===== config.mk =====
export PLATFORM = sky130hd
export DESIGN_NAME = hsc_addr_rules
export DESIGN_NICKNAME = d
export VERILOG_FILES = /design/src/rtl/hsc_pkg.sv /design/src/rtl/hsc_addr_rules.sv
export SDC_FILE = /design/constraint.sdc
export NUM_CORES = 1
export LEC_CHECK = 0
export BUFFER_PORTS_ARGS = -buffer_cell sky130_fd_sc_hd__buf_2
export CORE_AREA = 3 3 243 245
export DETAILED_ROUTE_END_ITERATION = 8
export DIE_AREA = 0 0 246 248
export PLACE_DENSITY = 0.5
export SYNTH_ARGS = -nofsm -noshare
export SYNTH_HDL_FRONTEND = slang
export SYNTH_SLANG_ARGS = --single-unit

===== constraint.sdc =====
create_clock -name vclk -period 9.7
set_input_delay 0.485 -clock vclk [all_inputs]
set_output_delay 0.485 -clock vclk [all_outputs]
set_load 0.005 [all_outputs]

===== src/rtl/hsc_pkg.sv =====
package hsc_pkg;

    localparam int ERR_W   = 10;
    localparam int PAW_W   = 6;
    localparam int N_SEL   = 7;
    localparam int N_CANON = 7;

    localparam int E_SEL_BITS = 0;
    localparam int E_SEL_NULL = 1;
    localparam int E_LMA      = 2;
    localparam int E_HOST32   = 3;
    localparam int E_HOST64   = 4;
    localparam int E_CR3      = 5;
    localparam int E_MSR      = 6;
    localparam int E_SMM      = 7;
    localparam int E_CANON    = 8;
    localparam int E_PAW      = 9;

    typedef enum logic [2:0] {
        SI_CS = 3'd0, SI_SS = 3'd1, SI_DS = 3'd2, SI_ES = 3'd3,
        SI_FS = 3'd4, SI_GS = 3'd5, SI_TR = 3'd6
    } sel_idx_e;

    typedef struct packed {
        logic             pass;
        logic [ERR_W-1:0] err;
    } hsc_result_t;

    function automatic logic is_canon(input logic [63:0] v, input int msb);
        logic [63:0] hi;
        hi = v >> msb;
        return (hi == '0) || (hi == ({64{1'b1}} >> msb));
    endfunction

endpackage


===== src/rtl/hsc_addr_rules.sv =====
module hsc_addr_rules
    import hsc_pkg::*;
#(
    parameter int ADDR_W    = 64,
    parameter int CNT_W     = 32,
    parameter int MAX_PA    = 52,
    parameter int MIN_PA    = 32,
    parameter int CANON_MSB = 47
) (
    input  logic [PAW_W-1:0]                pa_width,
    input  logic [ADDR_W-1:0]               cr3,
    input  logic [ADDR_W-1:0]               msr_addr,
    input  logic [CNT_W-1:0]                msr_count,
    input  logic [N_CANON-1:0][ADDR_W-1:0]  lin_addrs,
    output logic                            cr3_bad,
    output logic                            msr_bad,
    output logic                            canon_bad,
    output logic                            paw_bad
);
    localparam int SUM_W = ADDR_W + CNT_W + 5;

    logic [PAW_W-1:0] eff_w;
    logic [SUM_W-1:0] last_byte;
    logic [N_CANON-1:0] canon_hit;

    for (genvar g = 0; g < N_CANON; g++) begin : g_canon
        assign canon_hit[g] = !is_canon(64'(lin_addrs[g]), CANON_MSB);
    end

    always_comb begin
        eff_w     = (int'(pa_width) > MAX_PA) ? PAW_W'(MAX_PA) : pa_width;
        last_byte = SUM_W'(msr_addr) + (SUM_W'(msr_count) << 4) - SUM_W'(1);
        paw_bad   = (int'(pa_width) < MIN_PA) || (int'(pa_width) > MAX_PA);
        cr3_bad   = (cr3 >> eff_w) != '0;
        msr_bad   = (msr_count != '0) && ((last_byte >> eff_w) != '0);
        canon_bad = |canon_hit;
    end
endmodule


==> impl_metrics.tcl, run 1 <==
set metrics [dict create \
    synth_fp_nets 2648 \
    place_congestion 0.981 \
    power.density_nw_per_um2 78.2 \
    die_w_um 246 \
    cp.arrival_ns 5.98 \
    vias 15777 \
    cts_hold_buffers 0 \
    fill_cells 6616 \
    antenna_found_initial 23 \
    cts_resized 0 \
    design.seq.count 0 \
    grt_pass1_wl_um 84800 \
    syn_to_final_growth_pct 17.1 \
    yosysWarnings 0 \
    relSlewSlack_pct 21.9 \
    grt_usage_pct 17.4 \
    peakVddDrop_mv 0.0301 \
    min_path_type "input pin to primary output" \
    drtIter0Drc 1546 \
    maxCapViolCount 0 \
    cp-end-kind "primary output" \
    synth_cell_types 98 \
    timing.final.hold_violations 0 \
    n_clock_buffer 0 \
    dr.pass1.iters 6 \
    final_util_pct 24.2 \
    place_area_um2 13900 \
    first_global_vias 14377 \
    routedWlPerCell_um 19.7 \
    netlist_area_um2 11900 \
    rows 88 \
    synthTopCellsByArea "ha_1 (10%), a21oi_1 (7.1%), mux2i_1 (7.1%)" \
    drtAntennaViolNets 0 \
    start_kind "input pin" \
    grt_overflow 0 \
    finalWirelength_um 57100 \
    synth.top_cell.area_share_pct 10.2 \
    p_leak_uw 0.00582 \
    viasPerCell 5.45 \
    outcome "finished, final reports clean" \
    initial_core_util_pct 20.7 \
    post-route-period-util_pct 66.6 \
    layout.nets 2834 \
    cp_data_required_time_ns 9.22 \
    worstSetupPathType "input pin to primary output" \
    rsz0062_at_grt "no" \
    cp_max_fo 5 \
    min_period_ns 6.46 \
    grt_max_degree 66 \
    synth_seq_area_share_pct 0 \
    ios 618 \
    synth_common_cells "nand2_1 (214), nor2_1 (192), inv_1 (177)" \
    hpwlAfterDp_um 48400 \
    tightestPinTransition_ns 1.16 \
    drc 0 \
    synthCells 1936 \
    drive_above_1_share_pct 16.8 \
    fin_area_um2 13900 \
    core_area_um2 57400 \
    layout.cells.non_filler 2893 \
    die_h_um 248 \
    slew_violations 0 \
    synth_area_leader_cell "ha_1" \
    fp.dieArea_um2 61000 \
    fmax_mhz 155 \
    dp.cells 2885 \
    setup_viol 0 \
    io_buffers 289 \
    finalPower_uw 1090 \
    finalSetupTns_ns 0 \
    post_synth.cell_area_avg_um2 6.13 \
    yosysMostFrequentCell "nand2_1" \
    postCtsSetupRepairBufs 0 \
    regArea_um2 0 \
]
logic make-up after synthesis:
group | Yosys count | share of synthesized area, %
buffers and inverters | 297 | 10.2
adder cells (fa/ha/maj) | 98 | 10.4
XOR/XNOR | 46 | 3.39
multiplexers | 92 | 8.13
AND/OR/NAND/NOR | 773 | 31.8
AO/OA/AOI/OAI | 630 | 36.1
metal layers:
metal | part of all wire (%) | vias to the layer above | track usage (%)
li1 | - | 7701 | -
met1 | 46 | 7302 | 24.9
met2 | 43 | 650 | 26.9
met3 | 8.3 | 102 | 3.25
met4 | 2.3 | 22 | 3.44
met5 | 0.22 | - | 0
area by class of cell:
type | count | area (µm²) | share of cell area (%)
timing repair buffer | 303 | 1550 | 11.2
antenna | 8 | 20.0 | 0.144
tap | 765 | 957 | 6.89
multi-input combinational | 1639 | 10700 | 77.0
inverter | 178 | 668 | 4.81
power by group:
group | internal (µW) | total, µW | leakage (µW) | switching (µW)
Combinational | 377 | 1090 | 0.00582 | 710
Sequential | 0 | 0 | 0 | 0
Clock | 0.000111 | 0.000111 | 0.0000000507 | 0
Total | 377 | 1090 | 0.00582 | 710
final timing paths:
check / from / endpoint / slack, ns / cells after the start
setup / recovery: msr_addr[1] / msr_bad / 3.24 / 19
hold / removal: pa_width[5] / paw_bad / 1.37 / 3
per-stage QoR:
stage / hold WS [ns] / setup WS (ns)
5_1_grt: 1.38 / 3.02
4_1_cts: 1.36 / 3.27
2_1_floorplan: 1.17 / 5.14
3_3_place_gp: 1.34 / 3.30
6_report: 1.37 / 3.24
3_5_place_dp: 1.36 / 3.29
critical path, cell delays in order:
cell      delay, ns
buf_2          0.12
inv_1          0.04
ha_1           0.21
fa_1           0.43
a211oi_1       0.43
o21ai_2        0.16
a211oi_1       0.62
o22ai_1        0.37
or2_2          0.41
o311ai_0       0.82
a31oi_1        0.08
o21ai_1        0.29
o21ai_2        0.11
a21oi_1        0.33
and4b_1        0.23
o21ai_0        0.23
o32ai_1        0.11
a41oi_1        0.28
buf_2          0.22
cells in the final DEF, fill, tap and decap left out, types with 15 or more instances in the layout:
cell	count
a211oi_1	31
nor3_1	70
nor2_1	192
nand4_1	91
ha_1	97
xor2_1	28
buf_2	289
mux2i_1	84
a21o_1	20
nand3_1	52
o211ai_1	32
inv_1	177
o22ai_1	21
xnor2_1	18
a31oi_1	33
o2111ai_1	15
nand2_1	213
o21ai_0	106
nor4_1	61
a21oi_1	168
Note: power is estimated with default switching activity, not from simulation.
==> inputs of run 2 (changes only) <==
- PLACE_DENSITY: 0.5 -> 0.51
- clock period: 9.7 -> 5.3 ns (I/O delays scaled with it)
==> run 2 against run 1 <==
Compared with the run above:
- sequential share of layout area is the same
- largest power group unchanged
- via count grew 4.6%
- critical endpoint unchanged
- total power grew 120%
- highest routed layer unchanged
- die area is the same
- wire length grew 3.9%
- cell area grew 13%
- worst hold slack lost 0.49 ns
- largest cell class unchanged
- utilization grew 3.1 points
- worst setup slack lost 3.1 ns
==> impl_metrics.tcl, run 2 (synthesized netlist as in run 1, its figures left out) <==
set metrics [dict create \
    syn_to_final_growth_pct 32.3 \
    antenna_found_initial 20 \
    final_common_cell "buf_2" \
    hpwlAfterDp_um 50600 \
    design.seq.count 0 \
    cp_max_fo 11 \
    grt_max_degree 69 \
    min_path_type "input pin to primary output" \
    timing.final.hold_violations 0 \
    cp_data_required_time_ns 5.04 \
    cp_cell_sequence "buf_2 -> inv_1 -> ha_1 -> a21oi_1 -> o21ai_0 -> a22oi_1 -> a221oi_1 -> a211o_1 -> or3_4 -> a31oi_1 -> o21ai_1 -> o21ai_2 -> a21oi_1 -> buf_4 -> or4_4 -> a2bb2o_4 -> nor4_2 -> a41oi_1 -> buf_2" \
    initial_core_util_pct 20.7 \
    viasPerCell 5.34 \
    p_leak_uw 0.00683 \
    ios 618 \
    layout.nets 3033 \
    routedWlPerCell_um 19.2 \
    post-route-period-util_pct 96.9 \
    dp.cells 3082 \
    rows 88 \
    min_period_ns 5.14 \
    vias 16498 \
    core_area_um2 57400 \
    fp.dieArea_um2 61000 \
    peakVddDrop_mv 0.0493 \
    place_congestion 0.988 \
    io_buffers 289 \
    worstHoldEndpoint "paw_bad" \
    grt_usage_pct 18.1 \
    critical_path.slowest_cell "or4_4" \
    hold_depth 3 \
    regArea_um2 0 \
    maxCapViolCount 0 \
    fmax_mhz 195 \
    die_w_um 246 \
    grt_overflow 0 \
    final_cell_mix "buf_2 (289), nand2_1 (213), buf_4 (210), nor2_1 (191), inv_1 (177)" \
    tightestPinTransition_ns 0.975 \
    crit_family "compound AO/OA/AOI/OAI gates" \
    worstSetupPathType "input pin to primary output" \
    first_global_vias 15147 \
    slew_violations 0 \
    start_kind "input pin" \
    power.density_nw_per_um2 150 \
    drtIter0Drc 1542 \
    outcome "finished, final reports clean" \
    place_area_um2 15400 \
    cp-end-kind "primary output" \
    cpPeakStageDelay_ns 0.51 \
    layout.cells.non_filler 3092 \
    setup_viol 0 \
    relSlewSlack_pct 34.7 \
    drtAntennaViolNets 0 \
    drive_above_1_share_pct 26.0 \
    crit_buf_inv 4 \
    grt_pass1_wl_um 88100 \
    hold_start "pa_width[5]" \
    finalWirelength_um 59400 \
    dr.pass1.iters 7 \
    fin_area_um2 15700 \
    n_clock_buffer 0 \
    cp.arrival_ns 4.87 \
    drc 0 \
    die_h_um 248 \
    cts_hold_buffers 0 \
    final_util_pct 27.4 \
]
[run 2: changes by cell type in the layout (fill, tap and decap cells not counted), moves of 5 or more]
cell / previous run / this run
nor4_1: 61 / 56
a21oi_1: 168 / 156
o21ai_0: 106 / 97
a21oi_2: 5 / 16
o21ai_1: 14 / 20
buf_4: 14 / 210
[run 2: worst max path at each step]
| stage | from | endpoint | slack (ns) | depth (start not counted) |
|---|---|---|---|---|
| 3_5_place_dp | msr_count[1] | msr_bad | 0.01 | 21 |
| 3_3_place_gp | msr_count[1] | msr_bad | 0.008 | 21 |
| 5_1_grt | msr_count[4] | msr_bad | -0.02 | 22 |
| 4_1_cts | msr_count[7] | msr_bad | 0.06 | 22 |
| 6_report | msr_addr[51] | msr_bad | 0.16 | 19 |
| 2_1_floorplan | msr_addr[5] | msr_bad | 1.18 | 18 |
[run 2: metal layers]
| metal | global-route usage, % | up-vias | wire [µm] |
|---|---|---|---|
| met5 | 0 | - | 103 |
| met4 | 4.46 | 18 | 1850 |
| met3 | 2.99 | 128 | 4930 |
| met2 | 28.0 | 724 | 25600 |
| met1 | 25.9 | 7550 | 26900 |
| li1 | - | 8078 | - |
[run 2: area by class of cell]
class | instances | area, µm²
inverter | 178 | 668
fill | 6543 | 41700
antenna | 8 | 20.0
tap | 765 | 957
timing repair buffer | 502 | 3080
multi-input combinational | 1639 | 11000
[run 2: through the flow]
stage / TNS (ns) / setup slack, ns / hold slack (ns) / total power (µW)
4_1_cts: 0 / 0.0579 / 0.877 / 2260
3_3_place_gp: 0 / 0.00758 / 0.883 / 2260
2_1_floorplan: 0 / 1.18 / 0.735 / 1360
5_1_grt: -0.0172 / -0.0172 / 0.904 / 2570
3_5_place_dp: 0 / 0.0132 / 0.875 / 2250
6_report: 0 / 0.162 / 0.883 / 2350
[run 2: what timing repair did]
item                                   4_1_cts  5_1_grt
pin swaps                                    0        6
setup endpoints to repair                    1        1
resized for setup                            1       62
endpoints found under the hold margin        0        0
buffers inserted                             0        2
cloned                                       0        0
[run 2: where the power goes]
| part | total (µW) | switching [µW] | internal (µW) |
|---|---|---|---|
| sequential | 0 | 0 | 0 |
| clock | 0.000204 | 0 | 0.000204 |
| combinational | 2350 | 1410 | 948 |
| total | 2350 | 1410 | 948 |
